==> config.mk <==
export PLATFORM = sky130hd
export DESIGN_NAME = scan_reg_port
export DESIGN_NICKNAME = d
export VERILOG_FILES = /design/src/rtl/scan_port_pkg.sv /design/src/rtl/scan_shifter.sv /design/src/rtl/access_ctrl.sv /design/src/rtl/read_holder.sv /design/src/rtl/scan_reg_port.sv
export SDC_FILE = /design/constraint.sdc
export NUM_CORES = 1
export LEC_CHECK = 0
export BUFFER_PORTS_ARGS = -buffer_cell sky130_fd_sc_hd__buf_4
export CAP_MARGIN = 30
export CORE_AREA = 2 2 103 95
export DETAILED_ROUTE_END_ITERATION = 6
export DIE_AREA = 0 0 105 97
export HOLD_SLACK_MARGIN = 0.12
export PLACE_DENSITY = 0.83
export SETUP_SLACK_MARGIN = 0.05
export SLEW_MARGIN = 40
export SYNTH_ARGS = -nofsm -noshare
export SYNTH_HDL_FRONTEND = slang
export SYNTH_HIERARCHICAL = 1
export SYNTH_SLANG_ARGS = --single-unit
==> constraint.sdc <==
create_clock -name clk -period 2.9 [get_ports clk]
set_input_delay 0 -clock clk [delete_from_list [all_inputs] [get_ports clk]]
set_output_delay 0 -clock clk [all_outputs]
set_load 0.05 [all_outputs]
==> src/rtl/scan_port_pkg.sv <==
package scan_port_pkg;

   // Kind of access launched by the most recent update
   typedef enum logic [2:0] {
      ACC_NONE    = 3'd0,
      ACC_RD      = 3'd1,
      ACC_RD_NULL = 3'd2,
      ACC_WR      = 3'd3,
      ACC_WR_NULL = 3'd4
   } acc_e;

   localparam int DIR_WRITE = 1;

endpackage

==> src/rtl/scan_shifter.sv <==
module scan_shifter #(
   parameter int FRAME_W = 40,
   parameter int DATA_W  = 32
) (
   input  logic               clk,
   input  logic               rst_n,
   input  logic               en,
   input  logic               capture,
   input  logic               shift,
   input  logic               tdi,
   input  logic [DATA_W-1:0]  load_data,
   output logic [FRAME_W-1:0] frame_q
);

   localparam int PAD_W = FRAME_W - DATA_W;

   generate
      if (PAD_W < 2) begin : g_bad_frame
         $error("scan_shifter: frame must exceed data width by at least 2");
      end
   endgenerate

   always_ff @(posedge clk or negedge rst_n) begin
      if (!rst_n) begin
         frame_q <= '0;
      end else if (en) begin
         if (capture) begin
            frame_q <= {{PAD_W{1'b0}}, load_data};
         end else if (shift) begin
            frame_q <= {tdi, frame_q[FRAME_W-1:1]};
         end
      end
   end

endmodule

==> src/rtl/access_ctrl.sv <==
module access_ctrl
   import scan_port_pkg::*;
#(
   parameter int DATA_W   = 32,
   parameter int ADDR_W   = 7,
   parameter int NUM_REGS = 9
) (
   input  logic                     clk,
   input  logic                     rst_n,
   input  logic                     upd,
   input  logic [DATA_W+ADDR_W:0]   frame_in,
   output logic [ADDR_W-1:0]        bus_addr,
   output logic [DATA_W-1:0]        bus_wdata,
   output logic                     bus_we,
   output logic                     bus_re,
   output acc_e                     acc_kind
);

   localparam int FRAME_W   = DATA_W + ADDR_W + 1;
   localparam int ADDR_SPAN = 1 << ADDR_W;

   logic [ADDR_W-1:0] f_addr;
   logic [DATA_W-1:0] f_data;
   logic              f_dir;
   logic              addr_ok;

   assign f_data = frame_in[DATA_W-1:0];
   assign f_addr = frame_in[FRAME_W-2:DATA_W];
   assign f_dir  = frame_in[FRAME_W-1];

   generate
      if (NUM_REGS < 1) begin : g_bad_regs
         $error("access_ctrl: NUM_REGS must be at least 1");
      end
      if (NUM_REGS >= ADDR_SPAN) begin : g_full_map
         assign addr_ok = 1'b1;
      end else begin : g_part_map
         localparam logic [ADDR_W-1:0] LIMIT = ADDR_W'(NUM_REGS);
         assign addr_ok = (f_addr < LIMIT);
      end
   endgenerate

   acc_e kind_d;

   always_comb begin
      kind_d = ACC_NONE;
      if (upd) begin
         if (f_dir == 1'(DIR_WRITE)) kind_d = addr_ok ? ACC_WR : ACC_WR_NULL;
         else                        kind_d = addr_ok ? ACC_RD : ACC_RD_NULL;
      end
   end

   always_ff @(posedge clk or negedge rst_n) begin
      if (!rst_n) begin
         acc_kind  <= ACC_NONE;
         bus_addr  <= '0;
         bus_wdata <= '0;
         bus_we    <= 1'b0;
         bus_re    <= 1'b0;
      end else begin
         acc_kind <= kind_d;
         bus_we   <= (kind_d == ACC_WR);
         bus_re   <= (kind_d == ACC_RD);
         if (upd) begin
            bus_addr  <= f_addr;
            bus_wdata <= f_data;
         end
      end
   end

endmodule

==> src/rtl/read_holder.sv <==
module read_holder
   import scan_port_pkg::*;
#(
   parameter int DATA_W = 32
) (
   input  logic              clk,
   input  logic              rst_n,
   input  acc_e              acc_kind,
   input  logic [DATA_W-1:0] bus_rdata,
   output logic [DATA_W-1:0] hold_q
);

   always_ff @(posedge clk or negedge rst_n) begin
      if (!rst_n) begin
         hold_q <= '0;
      end else begin
         case (acc_kind)
            ACC_RD:                          hold_q <= bus_rdata;
            ACC_RD_NULL, ACC_WR, ACC_WR_NULL: hold_q <= '0;
            default:                         hold_q <= hold_q;
         endcase
      end
   end

endmodule

==> src/rtl/scan_reg_port.sv <==
module scan_reg_port
   import scan_port_pkg::*;
#(
   parameter int          DATA_W   = 32,
   parameter int          ADDR_W   = 7,
   parameter int          NUM_REGS = 9,
   parameter int          IR_W     = 4,
   parameter logic [IR_W-1:0] SEL_CODE = 4'hC
) (
   input  logic              clk,
   input  logic              rst_n,
   input  logic [IR_W-1:0]   ir_code,
   input  logic              capture,
   input  logic              shift,
   input  logic              update,
   input  logic              tdi,
   output logic              tdo,
   output logic [ADDR_W-1:0] bus_addr,
   output logic [DATA_W-1:0] bus_wdata,
   output logic              bus_we,
   output logic              bus_re,
   input  logic [DATA_W-1:0] bus_rdata
);

   localparam int FRAME_W = DATA_W + ADDR_W + 1;

   generate
      if (DATA_W < 1 || ADDR_W < 1 || IR_W < 1) begin : g_bad_width
         $error("scan_reg_port: widths must be positive");
      end
   endgenerate

   logic               sel;
   logic [FRAME_W-1:0] frame_q;
   logic [DATA_W-1:0]  hold_q;
   acc_e               acc_kind;

   assign sel = (ir_code == SEL_CODE);

   scan_shifter #(
      .FRAME_W (FRAME_W),
      .DATA_W  (DATA_W)
   ) u_shift (
      .clk       (clk),
      .rst_n     (rst_n),
      .en        (sel),
      .capture   (capture),
      .shift     (shift),
      .tdi       (tdi),
      .load_data (hold_q),
      .frame_q   (frame_q)
   );

   access_ctrl #(
      .DATA_W   (DATA_W),
      .ADDR_W   (ADDR_W),
      .NUM_REGS (NUM_REGS)
   ) u_acc (
      .clk       (clk),
      .rst_n     (rst_n),
      .upd       (update & sel),
      .frame_in  (frame_q),
      .bus_addr  (bus_addr),
      .bus_wdata (bus_wdata),
      .bus_we    (bus_we),
      .bus_re    (bus_re),
      .acc_kind  (acc_kind)
   );

   read_holder #(
      .DATA_W (DATA_W)
   ) u_hold (
      .clk       (clk),
      .rst_n     (rst_n),
      .acc_kind  (acc_kind),
      .bus_rdata (bus_rdata),
      .hold_q    (hold_q)
   );

   assign tdo = sel & frame_q[0];

endmodule

==> flow_metrics.tcl <==
set metrics [dict create \
    clock_tree_from_tritoncts "yes" \
    cts_setup_buffers 0 \
    status "finished, final reports clean" \
    hold_path_class "in -> reg" \
    pwr-share-seq_pct 39.3 \
    fin_worst_skew_ns 0.00481 \
    async_flop_share_pct 100 \
    netlist_area_um2 5430 \
    switching_share_pct 28.8 \
    post-route-drc-count 0 \
    post_synth_inst_count 437 \
    yosys-top-cells-area "sky130_fd_sc_hd__dfrtp_1 (53%), sky130_fd_sc_hd__mux2_4 (10%), sky130_fd_sc_hd__o22ai_1 (7.4%), sky130_fd_sc_hd__a221o_1 (5.9%), sky130_fd_sc_hd__nor4b_1 (5.2%)" \
    multiInputGateArea_um2 2200 \
    die_x_um 105 \
    critical-path-max-stage-delay_ns 0.67 \
    initial_core_util_pct 60.4 \
    clock_sink_count 116 \
    power.density_cell_area_nw_per_um2 739 \
    gp_congestion 0.766 \
    layout.area.seq_um2 2910 \
    synth.largest_area_cell "sky130_fd_sc_hd__dfrtp_1" \
    combinational_fraction_of_design_power_pct 20.5 \
    worstSetupEndpointType "flip-flop" \
    first_pass_grt_wire_length_um 22800 \
    synth_commonest_cells "sky130_fd_sc_hd__dfrtp_1 (116), sky130_fd_sc_hd__o22ai_1 (64), sky130_fd_sc_hd__mux2_4 (37)" \
    wirelength_um 14000 \
    critPathMaxFanout 32 \
    drt-wirelength-per-cell_um 20.7 \
    yosysWarningCount 6 \
    final.period_utilization_pct 63.0 \
    port-buffer-count 83 \
    clockPowerShare_pct 40.2 \
    final_net_count 584 \
    num_antenna_cells 0 \
    pin_count 84 \
    slew_headroom_pct 53.2 \
    path_delay_family "simple AND/OR/NAND/NOR gates" \
    final_period_minus_worst_setup_slack_ns 1.83 \
    detailedPlace.worstSlack_ns 1.10 \
    grt_setup_unrepaired "false" \
    path_buf_inv 0 \
    htree_num_levels 4 \
    global_route.overflow_total 0 \
    cts.path.max_buffers 2 \
    setup_tns_ns 0 \
    length_of_the_first_detailed_routing_pass_in_iterations 5 \
    postRouteAntennaNets 0 \
    netSwitchingPower_w 0.00149 \
    numCtsBuffers 17 \
    avgViaCountPerCell 6.39 \
    area_growth_syn_to_layout_pct 28.7 \
    die_area_um2 10200 \
    fillers 543 \
    crit_type "reg -> reg" \
    die_boundary_height_um 97 \
    cellInternalPower_w 0.00368 \
    cell_chain_of_the_critical_path "or2_2, a221o_1" \
    antenna_violations_before_repair 0 \
    synth-main-ff-cell "sky130_fd_sc_hd__dfrtp_1" \
    critPathArrivalTime_ns 2.20 \
    track_usage_pct 28.4 \
    post_route_cells_drive_above_1_share_pct 30.6 \
    achievable-frequency_mhz 547 \
    avgSynthCellArea_um2 12.4 \
    worst_slack_ns 1.07 \
    clockRootBuffer "sky130_fd_sc_hd__clkbuf_8" \
    drv_slew 0 \
    cap_violations 0 \
    cp-start-kind "flip-flop" \
    detail_route.iter0.violations 420 \
    clk_pin_slew_worst_paths_ns 0.06 \
    grt_pass1_vias 4296 \
    synth_seq_cells 116 \
    final-setup-viol-count 0 \
    core_area_um2 9000 \
    final_hold_viol_count 0 \
    critical_path_required_ns 3.28 \
    worst-slew-pin-transition_ns 0.702 \
    worstSkewPairLatency_ns 0.51 \
    cts_hold_buffers 40 \
    rows 33 \
    yosys.cell_count.top_type "sky130_fd_sc_hd__dfrtp_1" \
    hpwl_um 7680 \
    yosys.cell_types.count 34 \
    grt_start_max_net_pins 69 \
    total_leakage_power_nw 3.25 \
    synth_top_cell_area_share_pct 53.4 \
    peakVddDrop_mv 0.511 \
    post_cts_resize_count 0 \
    synth_fp_nets 480 \
    num_vias 4313 \
    critical_path_s_slowest_cell "sky130_fd_sc_hd__or2_2" \
    ys_seq_area_share_pct 53.4 \
    synth_edf_count 0 \
]
## cells in the final DEF, fill, tap and decap left out, drive strengths merged
cell and count:
clkbuf 21, or2 1, bufinv 3, a22o 1
and4b 1, a21oi 32, clkinv 5, inv 3
dfrtp 116, a32o 1, a221o 32, clkinvlp 2
nor2 2, buf 92, o22ai 64, nor3 1
nor4b 32, ha 1, o21ai 13, o31ai 2
and2 37, dlygate4sd3 39, nor3b 1, and4bb 1
mux2 39, and3 1, nand2 8, and4 1
nand3 1
## final timing paths
kind,start,to,slack [ns],cells after the start
max,u_acc/acc_kind[1]$_DFF_PN0_,u_hold/hold_q[10]$_DFFE_PN0P_,1.07,2
max in group asynchronous,rst_n,u_acc/acc_kind[2]$_DFF_PN0_,2.00,4
min,bus_rdata[15],u_hold/hold_q[15]$_DFFE_PN0P_,0.27,3
min reg2reg,u_acc/bus_wdata[27]$_DFFE_PN0P_,u_acc/bus_wdata[27]$_DFFE_PN0P_,0.51,1
max reg2reg,u_acc/acc_kind[1]$_DFF_PN0_,u_hold/hold_q[10]$_DFFE_PN0P_,1.07,2
min in group asynchronous,rst_n,u_acc/bus_addr[5]$_DFFE_PN0P_,0.59,4
## per-stage QoR
step           hold slack (ns)  cells  area, um2  util [%]  power [W]
6_report                 0.273    675       6990      77.7    0.00517
5_1_grt                  0.273    675       6990      77.7    0.00535
4_1_cts                  0.261    675       6990      77.7    0.00516
3_3_place_gp             0.163    602       5960      66.3    0.00299
3_5_place_dp            0.0531    604       5980      66.5    0.00303
2_1_floorplan           -0.296    437       5430         -    0.00271
## logic make-up (layout without fill, tap and decap cells)
group | after synthesis | after routing | synth area share [%]
muxes | 39 | 39 | 10.6
DFF | 116 | 116 | 53.4
and+or+nand+nor | 87 | 87 | 11.4
buffers and inverters | 49 | 165 | 6.15
AOI/OAI and AO/OA | 145 | 145 | 18.1
adders and majority gates | 1 | 1 | 0.230
## metal layers
metal | track usage [%] | wire length [um] | vias to the layer above
met5 | 0 | 0 | -
met4 | 8.82 | 285 | 0
met3 | 7.01 | 885 | 22
met2 | 45.5 | 6950 | 232
met1 | 38.5 | 5830 | 2157
li1 | - | - | 1902
## tightest hold or removal path: cells and delay by family
family                 cells  cell delay, ns
buffers and inverters      2            0.62
AOI/OAI and AO/OA          1            0.12
## registers in the layout (all words and copies together), names as in the netlist
signal and count:
u_hold/hold_q 32, u_shift/frame_q 40, u_acc/bus_wdata 32, u_acc/bus_re 1
u_acc/bus_addr 7, u_acc/bus_we 1, u_acc/acc_kind 3
## area by class of cell
cell class              count  share of cell area (%)
inverters                   3                   0.161
clock inverters            10                    1.86
clock buffers              21                    6.57
well taps                 122                    2.18
multi-input cells         272                    31.5
repair buffers            131                    16.2
flip-flops and latches    116                    41.6
## power groups by stage
stage	sequential, W	clock [W]	combinational (W)
after floorplan	0.00230	0	0.000403
after global placement	0.00203	0	0.000962
after detailed placement	0.00204	0	0.000993
after CTS	0.00202	0.00209	0.00105
after global routing	0.00206	0.00218	0.00111
final	0.00203	0.00208	0.00106
No activity file was read; power rests on OpenSTA's default activity.
